$ cat src/rtl/trellis_pkg.sv
package trellis_pkg;
   localparam int unsigned ENC_STATE_W = 3;
   localparam int unsigned ENC_DATA_W  = 2;

   // State bit that feeds each state bit on a symbol step
   function automatic int unsigned tap_src(input int unsigned bitpos);
      case (bitpos)
         0:       tap_src = 1;
         1:       tap_src = 2;
         default: tap_src = 0;
      endcase
   endfunction

   // Data bit folded into each state bit; -1 when none is used
   function automatic int data_src(input int unsigned bitpos);
      case (bitpos)
         1:       data_src = 0;
         2:       data_src = 1;
         default: data_src = -1;
      endcase
   endfunction
endpackage

$ cat src/rtl/trellis_next.sv
module trellis_next
   import trellis_pkg::*;
#(
   parameter int unsigned STATE_W = ENC_STATE_W,
   parameter int unsigned DATA_W  = ENC_DATA_W
) (
   input  logic [STATE_W-1:0] st,
   input  logic [DATA_W-1:0]  din,
   input  logic               active,
   output logic [STATE_W-1:0] nxt
);
   logic [STATE_W-1:0] stepped;

   for (genvar i = 0; i < STATE_W; i++) begin : g_bit
      if (data_src(i) < 0) begin : g_shift
         assign stepped[i] = st[tap_src(i)];
      end else begin : g_fold
         assign stepped[i] = st[tap_src(i)] ^ din[data_src(i)];
      end
   end

   assign nxt = active ? stepped : '0;
endmodule

$ cat src/rtl/trellis_state_reg.sv
module trellis_state_reg #(
   parameter int unsigned W = 3
) (
   input  logic         clk,
   input  logic         rst,
   input  logic         load,
   input  logic [W-1:0] d,
   output logic [W-1:0] q
);
   always_ff @(posedge clk) begin
      if (rst) begin
         q <= '0;
      end else if (load) begin
         q <= d;
      end
   end
endmodule

$ cat src/rtl/trellis_out.sv
module trellis_out #(
   parameter int unsigned LO_W = 2
) (
   input  logic [LO_W-1:0] st_lo,
   input  logic            active,
   output logic            red,
   output logic [LO_W-1:0] dly
);
   assign red = active & st_lo[0];
   assign dly = st_lo;
endmodule

$ cat src/rtl/trellis_enc.sv
module trellis_enc
   import trellis_pkg::*;
#(
   parameter int unsigned DATA_W  = ENC_DATA_W,
   parameter int unsigned STATE_W = ENC_STATE_W
) (
   input  logic              clk,
   input  logic              rst,
   input  logic              sym_en,
   input  logic              tx_en,
   input  logic [DATA_W-1:0] sd_pair,
   output logic              red_bit,
   output logic [STATE_W-2:0] cs_dly
);
   localparam int unsigned DLY_W = STATE_W - 1;

   if (DATA_W != ENC_DATA_W) begin : g_bad_data
      $error("trellis_enc: DATA_W must be %0d", ENC_DATA_W);
   end
   if (STATE_W != ENC_STATE_W) begin : g_bad_state
      $error("trellis_enc: STATE_W must be %0d", ENC_STATE_W);
   end

   logic [STATE_W-1:0] st_q;
   logic [STATE_W-1:0] st_d;

   trellis_next #(.STATE_W(STATE_W), .DATA_W(DATA_W)) u_next (
      .st     (st_q),
      .din    (sd_pair),
      .active (tx_en),
      .nxt    (st_d)
   );

   trellis_state_reg #(.W(STATE_W)) u_reg (
      .clk  (clk),
      .rst  (rst),
      .load (sym_en),
      .d    (st_d),
      .q    (st_q)
   );

   trellis_out #(.LO_W(DLY_W)) u_out (
      .st_lo  (st_q[DLY_W-1:0]),
      .active (tx_en),
      .red    (red_bit),
      .dly    (cs_dly)
   );
endmodule

$ cat config.mk
export PLATFORM = sky130hd
export DESIGN_NAME = trellis_enc
export DESIGN_NICKNAME = d
export VERILOG_FILES = /design/src/rtl/trellis_pkg.sv /design/src/rtl/trellis_next.sv /design/src/rtl/trellis_state_reg.sv /design/src/rtl/trellis_out.sv /design/src/rtl/trellis_enc.sv
export SDC_FILE = /design/constraint.sdc
export NUM_CORES = 1
export LEC_CHECK = 0
export ABC_AREA = 1
export BUFFER_PORTS_ARGS = -buffer_cell sky130_fd_sc_hd__buf_2
export CAP_MARGIN = 40
export CORE_AREA = 10 10 47 49
export DETAILED_ROUTE_END_ITERATION = 12
export DIE_AREA = 0 0 57 59
export MAX_ROUTING_LAYER = met4
export PLACE_DENSITY = 0.3
export SLEW_MARGIN = 5
export SYNTH_ARGS = -nofsm -noshare
export SYNTH_HDL_FRONTEND = slang
export SYNTH_SLANG_ARGS = --single-unit
$ cat constraint.sdc
create_clock -name clk -period 1 [get_ports clk]
set_clock_uncertainty 0.2 [all_clocks]
set_input_delay 0.15 -clock clk [delete_from_list [all_inputs] [get_ports clk]]
set_output_delay 0.15 -clock clk [all_outputs]
set_load 0.05 [all_outputs]
After elaboration in Yosys (flattened, before gate mapping):

Index checks and enable logic that the tools add are counted.

* bitwise logic cells: 3
* muxes and demuxes: 1

Operators by type and width (number)
* $mux W3: 1
* $xor A1 B1 Y1: 2
* $and A1 B1 Y1: 1

* flip-flop bits (word level): 3
* bits of input ports: 6
* output and inout bits: 3
* logic and storage cells: 5

Logic depth before layout (Yosys ltp):

Gate-level depths: netlist of the first run.

* depth after elaboration: 2
* gate-level depth with buffers: 4
* mapped depth without buffers: 4

Cells and area by module:

Synthesis of the first run repeated with hierarchy kept, for this count alone.

* cell total of the unflattened synthesis: 33
* area, all modules: 180.2 sq um

By module, submodules not included
* trellis_state_reg: cells an instance 19, sequential area each 60.1 sq um, area an instance 120.1 sq um, times used 1
* trellis_next: cells an instance 10, sequential area each 0.0 sq um, area an instance 37.5 sq um, times used 1
* trellis_out: cells an instance 4, sequential area each 0.0 sq um, area an instance 22.5 sq um, times used 1

Worst setup path after synthesis of the first run:

Ideal clock, no wire load.

* path type: register -> output
* from: register u_reg.q[0]
* to: output port red_bit
* slack: -0.087 ns
* arrival time: 0.737 ns
* stages on the path, launching flop included: 3
* data required time: 0.650 ns
* buffers on the path: 0
* cells stage by stage: dfxtp_1 -> nand2_1 -> inv_1

* word-level cells in the longest chain between the ends: 1

RTL lines
* from (decl): RTL line trellis_state_reg.sv:8 `output logic [W-1:0] q`
* from (signal assigned): RTL line trellis_state_reg.sv:12 `q <= '0;`
* from (signal assigned): RTL line trellis_state_reg.sv:14 `q <= d;`
* $and A1 B1 Y1: RTL line trellis_out.sv:9 `assign red = active & st_lo[0];`
* to (decl): RTL line trellis_enc.sv:12 `output logic red_bit,`

Every way passes these cells.

Worst setup path in the final report of the first run:

Ends and elaborated chain as after synthesis.

==> flow_summary.toml, run 1 <==
[die]
io_pins = 9
die_x_um = 57
coreArea_mm2 = 0.001401
die_h_um = 59
die_area_mm2 = 0.003363
row_count = 14
start_util = 0.1250

[timing]
tightest_slew_ps = 96.84
setup_viol = 5
fin_crit_ps = 1213
slew_viol_final = 0
fin_tns_setup_ps = -564.2
fmax_mhz = 824.2
finalCritPeriodShare = 1.213
finalHoldViolations = 0
rsz0062_at_grt = "true"
worst_slack_ps = -213.3
slew_headroom = 0.9354

[critical_path]
cp_max_fo = 3
critPathTopFamily = "flip-flops"
cpPeakStageDelay_ps = 350
crit_slowest_cell = "dfxtp_4"
end_kind = "primary output"
rr_worst_depth = 6
required_ps = 650
cp.arrival_ps = 860
reg2reg_slack_ps = -90
start_kind = "flip-flop"
cp_cell_sequence = "nand2_4 -> clkinvlp_4 -> buf_8"
path_buf_inv = 2
critical_path_class = "reg2out"
r2r-start = "u_reg.q[0]"
timing.rr.end = "u_reg.q[2]"

[clock_network]
root_buffer = "clkbuf_4"
clock_path_buffers = 2
cts_made_buffers = 3
htree_levels = 1
path_clk_slew_ps = 40
cts_tree = "built"
clk_latency_ps = 230
clock-sinks = 3

[pwr]
ir_worst_vdd_uv = 354.5
p_leak_nw = 0.1621
p_per_area_mw_per_mm2 = 1174

[layout]
multiInputGateArea_um2 = 83.83
top_regs = "u_reg.q x3"
largest_reg_flops = 3
n_fill_cell = 168
insertedDiodeCount = 0
top_register = "u_reg.q"
area_growth_syn_to_layout_pct = 93.57
layout.nets = 49
drive_above_1_share = 0.5952
register_area_um2 = 65.06
fin_area_um2 = 339.1
final_core_util = 0.2420

[hold_path]
min_delay_worst_endpoint = "u_reg.q[0]"
hold_path_depth = 4
holdCritStartpoint = "sym_en"
hp-class = "in2reg"

[yosys]
ys_seq_area_frac = 0.3429
yosysUniqueCellTypes = 10
yosys_warnings = 0
avgSynthCellArea_um2 = 6.488
synthCells = 27
syn-num-nets = 33
syn_area_um2 = 175.2
synth_seq_cells = 3

[global_routing]
grt_pass1_wl_um = 841
antenna_found_initial = 0
grt_pass1_vias = 199
grt_max_degree = 4
track_usage = 0.03506
overflow = 0

[placement]
io_buffers = 8
gp_congestion = 0.7464
hpwl_um = 381.1
place_area_um2 = 235.2
pre_cts_ws_ps = -95.51

[routing]
postRouteAntennaNets = 0
routed-via-count = 200
drt_iter0_markers = 4
routedWlPerCell_um = 8.759
drcViolationCount = 0
routed_wl_um = 508
vias_per_cell = 3.448
drtPass1Iterations = 4

[outcome]
status = "finished with violations"
violations = "negative setup slack"

[run]
cap_violations = 0
layer usage:
| metal | vias up | global-route usage | routed length (µm) |
|---|---|---|---|
| met5 | - | - | 0 |
| met4 | 0 | 0.05034 | 0 |
| li1 | 106 | - | - |
| met1 | 87 | 0.03436 | 225 |
| met3 | 0 | 0.01717 | 47 |
| met2 | 7 | 0.04186 | 235 |
cells by family (layout without fill, tap and decap cells):
logic type      after synthesis  count (layout)  share of synthesized area
compound gates                3               3                     0.1072
buf+inv                       9              24                     0.2357
flops                         3               3                     0.3429
simple gates                 12              12                     0.3143
repair_timing:
action	4_1_cts	5_1_grt
hold buffers	1	0
resized for setup	9	6
buffers inserted	1	2
endpoints found under the setup margin	3	4
pin swaps	0	2
hold endpoints to repair	3	0
worst min-delay path, cell delays in order:
cell	delay, ps
buf_2	90
inv_1	60
nand2_1	60
a21oi_1	50
worst max path at each step:
stage | cells past startpoint | slack (ps) | startpoint | to
global route | 3 | -260 | u_reg.q[0] | red_bit
finish | 3 | -210 | u_reg.q[0] | red_bit
detailed placement | 3 | -100 | u_reg.q[0] | red_bit
CTS | 3 | -230 | u_reg.q[0] | red_bit
floorplan | 2 | 30 | u_reg.q[0] | red_bit
global placement | 3 | -70 | u_reg.q[0] | red_bit
final cells by class:
cell class,count,area share
Clock buffer,4,0.07749
Inverter,7,0.08856
Multi-Input combinational cell,15,0.2472
Sequential cell,3,0.1919
Tap cell,16,0.05904
Timing Repair Buffer,13,0.3358
power breakdown:
group	switching (W)	internal [W]
combinational	0.0000318	0.0000282
clock	0.0000633	0.000150
sequential	0.00000303	0.000122
metrics by stage:
step,hold WS (ps),instances,total power [W]
4_1_cts,3.751,56,0.0004112
3_5_place_dp,150.1,50,0.0001761
6_report,15.14,58,0.0003981
5_1_grt,24.90,58,0.0004322
2_1_floorplan,11.65,27,0.0001578
3_3_place_gp,145.1,50,0.0001754
Yosys cell counts:
| cell type | count | area [µm²] |
|---|---|---|
| a21oi_1 | 2 | 10.01 |
| a21oi_2 | 1 | 8.760 |
| buf_4 | 2 | 15.01 |
| dfxtp_1 | 3 | 60.06 |
| inv_1 | 5 | 18.77 |
| inv_2 | 2 | 7.510 |
| nand2_1 | 9 | 33.78 |
| nand2_2 | 1 | 6.260 |
| nand3_1 | 1 | 5.000 |
| nand3_2 | 1 | 10.01 |
layout by cell type, fill, tap and decap left out:
cell | netlist | final
inv_2 | 2 | 2
clkbuf_1 | 0 | 1
buf_2 | 0 | 5
buf_8 | 0 | 3
nand2_1 | 9 | 7
buf_4 | 2 | 3
nand2_2 | 1 | 2
dfxtp_2 | 0 | 1
clkbuf_4 | 0 | 3
inv_1 | 5 | 4
a21oi_2 | 1 | 1
nand3_2 | 1 | 1
nand3_1 | 1 | 1
dfxtp_1 | 3 | 1
nand2_4 | 0 | 1
dlygate4sd3_1 | 0 | 1
clkinvlp_4 | 0 | 1
dfxtp_4 | 0 | 1
buf_6 | 0 | 1
a21oi_1 | 2 | 2
Note: power is estimated with default switching activity, not from simulation.
==> run 2: changes to the inputs <==
==> constraint.sdc (replaced) <==
create_clock -name clk -period 1 [get_ports clk]
set_clock_uncertainty 0.2 [all_clocks]
set_input_delay 0.2 -clock clk [delete_from_list [all_inputs] [get_ports clk]]
set_output_delay 0.2 -clock clk [all_outputs]
set_load 0.05 [all_outputs]
==> run 2 against run 1 <==
The run ends with negative hold slack, negative setup slack left. Power decreased by 2.3%. Routed wire length decreased by 9.4%. Clock power decreased by 3%. Register-to-register slack improved by 20 ps. Sequential power about the same. Critical endpoint unchanged.
==> flow_summary.toml, run 2 (synthesis results as in run 1) <==
[outcome]
status = "finished with violations"
violations = "negative hold slack, negative setup slack"

[run]
cap_violations = 0

[layout]
insertedDiodeCount = 0
fin_area_um2 = 304.0
top_register = "u_reg.q"
area_growth_syn_to_layout_pct = 73.57
drive_above_1_share = 0.6250
final_common_cell = "nand2_1"
final_cell_mix = "7 x nand2_1, 6 x buf_2, 4 x inv_1"
top_regs = "u_reg.q x3"
final_cells = 56
largest_reg_flops = 3
layout.nets = 47
n_fill_cell = 172

[die]
io_pins = 9
die_h_um = 59
die_x_um = 57
row_count = 14
start_util = 0.1250
die_area_mm2 = 0.003363
coreArea_mm2 = 0.001401

[clock_network]
clock-sinks = 3
cts_tree = "built"
clock_path_buffers = 2
path_clk_slew_ps = 40
root_buffer = "clkbuf_4"
htree_levels = 1
clk_latency_ps = 230
cts_made_buffers = 3

[timing]
fin_crit_ps = 1246
rsz0062_at_grt = "true"
holdWs_ps = -31.90
finalHoldViolations = 3
fmax_mhz = 802.6
finalCritPeriodShare = 1.246
setup_viol = 4
slew_headroom = 0.8339
tightest_slew_ps = 250.9
slew_viol_final = 0
worst_slack_ps = -245.9

[critical_path]
cp_max_fo = 3
path_buf_inv = 2
cp.arrival_ps = 850
end_kind = "primary output"
cp_cell_sequence = "nand2_2 -> clkinvlp_4 -> buf_6"
required_ps = 600
cpPeakStageDelay_ps = 320
critical_path_class = "reg2out"
crit_slowest_cell = "dfxtp_2"
start_kind = "flip-flop"
critPathTopFamily = "flip-flops"

[hold_path]
hp-class = "in2reg"

[pwr]
ir_worst_vdd_uv = 750.2
p_total_w = 0.0003891
p_per_area_mw_per_mm2 = 1280
p_leak_nw = 0.1413

[routing]
routed-via-count = 197
vias_per_cell = 3.518
drtPass1Iterations = 4
drcViolationCount = 0
postRouteAntennaNets = 0
routed_wl_um = 460
drt_iter0_markers = 6
routedWlPerCell_um = 8.214

[placement]
gp_congestion = 0.7350
place_area_um2 = 242.7
pre_cts_ws_ps = -83.47
io_buffers = 8
dp_cells = 51
hpwl_um = 369.6

[global_routing]
grt_pass1_vias = 183
grt_max_degree = 4
antenna_found_initial = 0
track_usage = 0.02841
grt_pass1_wl_um = 710
overflow = 0
## run 2: cell types whose count changed in the layout (fill, tap and decap cells not counted), sizes merged
cell and change:
buf -1, dlygate4sd3 -1
## run 2: worst paths after layout
path	to	cells after the start	slack, ps	startpoint
hold reg to reg	u_reg.q[2]	2	300	u_reg.q[2]
hold / removal	u_reg.q[0]	2	-30	rst
setup reg to reg	u_reg.q[2]	6	-70	u_reg.q[0]
setup / recovery	red_bit	3	-250	u_reg.q[0]
## run 2: final cells by class
cell class | count | area (µm²) | share of cell area
Clock buffer | 4 | 26.28 | 0.08642
Inverter | 7 | 30.03 | 0.09877
Multi-Input combinational cell | 15 | 82.58 | 0.2716
Sequential cell | 3 | 62.56 | 0.2058
Tap cell | 16 | 20.02 | 0.06584
Timing Repair Buffer | 11 | 82.58 | 0.2716
## run 2: metal layers
metal	routed length (µm)	track usage	part of all wire	up-vias
met2	159	0.02791	0.35	9
li1	-	-	-	102
met5	0	-	0	-
met4	0	0	0	0
met3	64	0.03863	0.14	0
met1	236	0.03318	0.51	86
## run 2: timing repair
item,CTS,global route
endpoints found under the setup margin,3,4
hold endpoints to repair,3,3
resized for setup,6,3
setup buffers,0,1
cloned,0,0
pin swaps,0,1
## run 2: metrics by stage
step	setup TNS [ps]	util
6_report	-651.7	0.2170
5_1_grt	-795.5	0.2170
4_1_cts	-612.1	0.2045
3_5_place_dp	-83.47	0.1732
3_3_place_gp	-81.67	0.1732
2_1_floorplan	-22.23	-
## run 2: where the power goes
part | internal [W] | total (W) | leakage [nW] | switching, W
Clock | 0.000149 | 0.000207 | 0.0150 | 0.0000581
Combinational | 0.0000236 | 0.0000540 | 0.101 | 0.0000304
Sequential | 0.000125 | 0.000128 | 0.0253 | 0.00000305
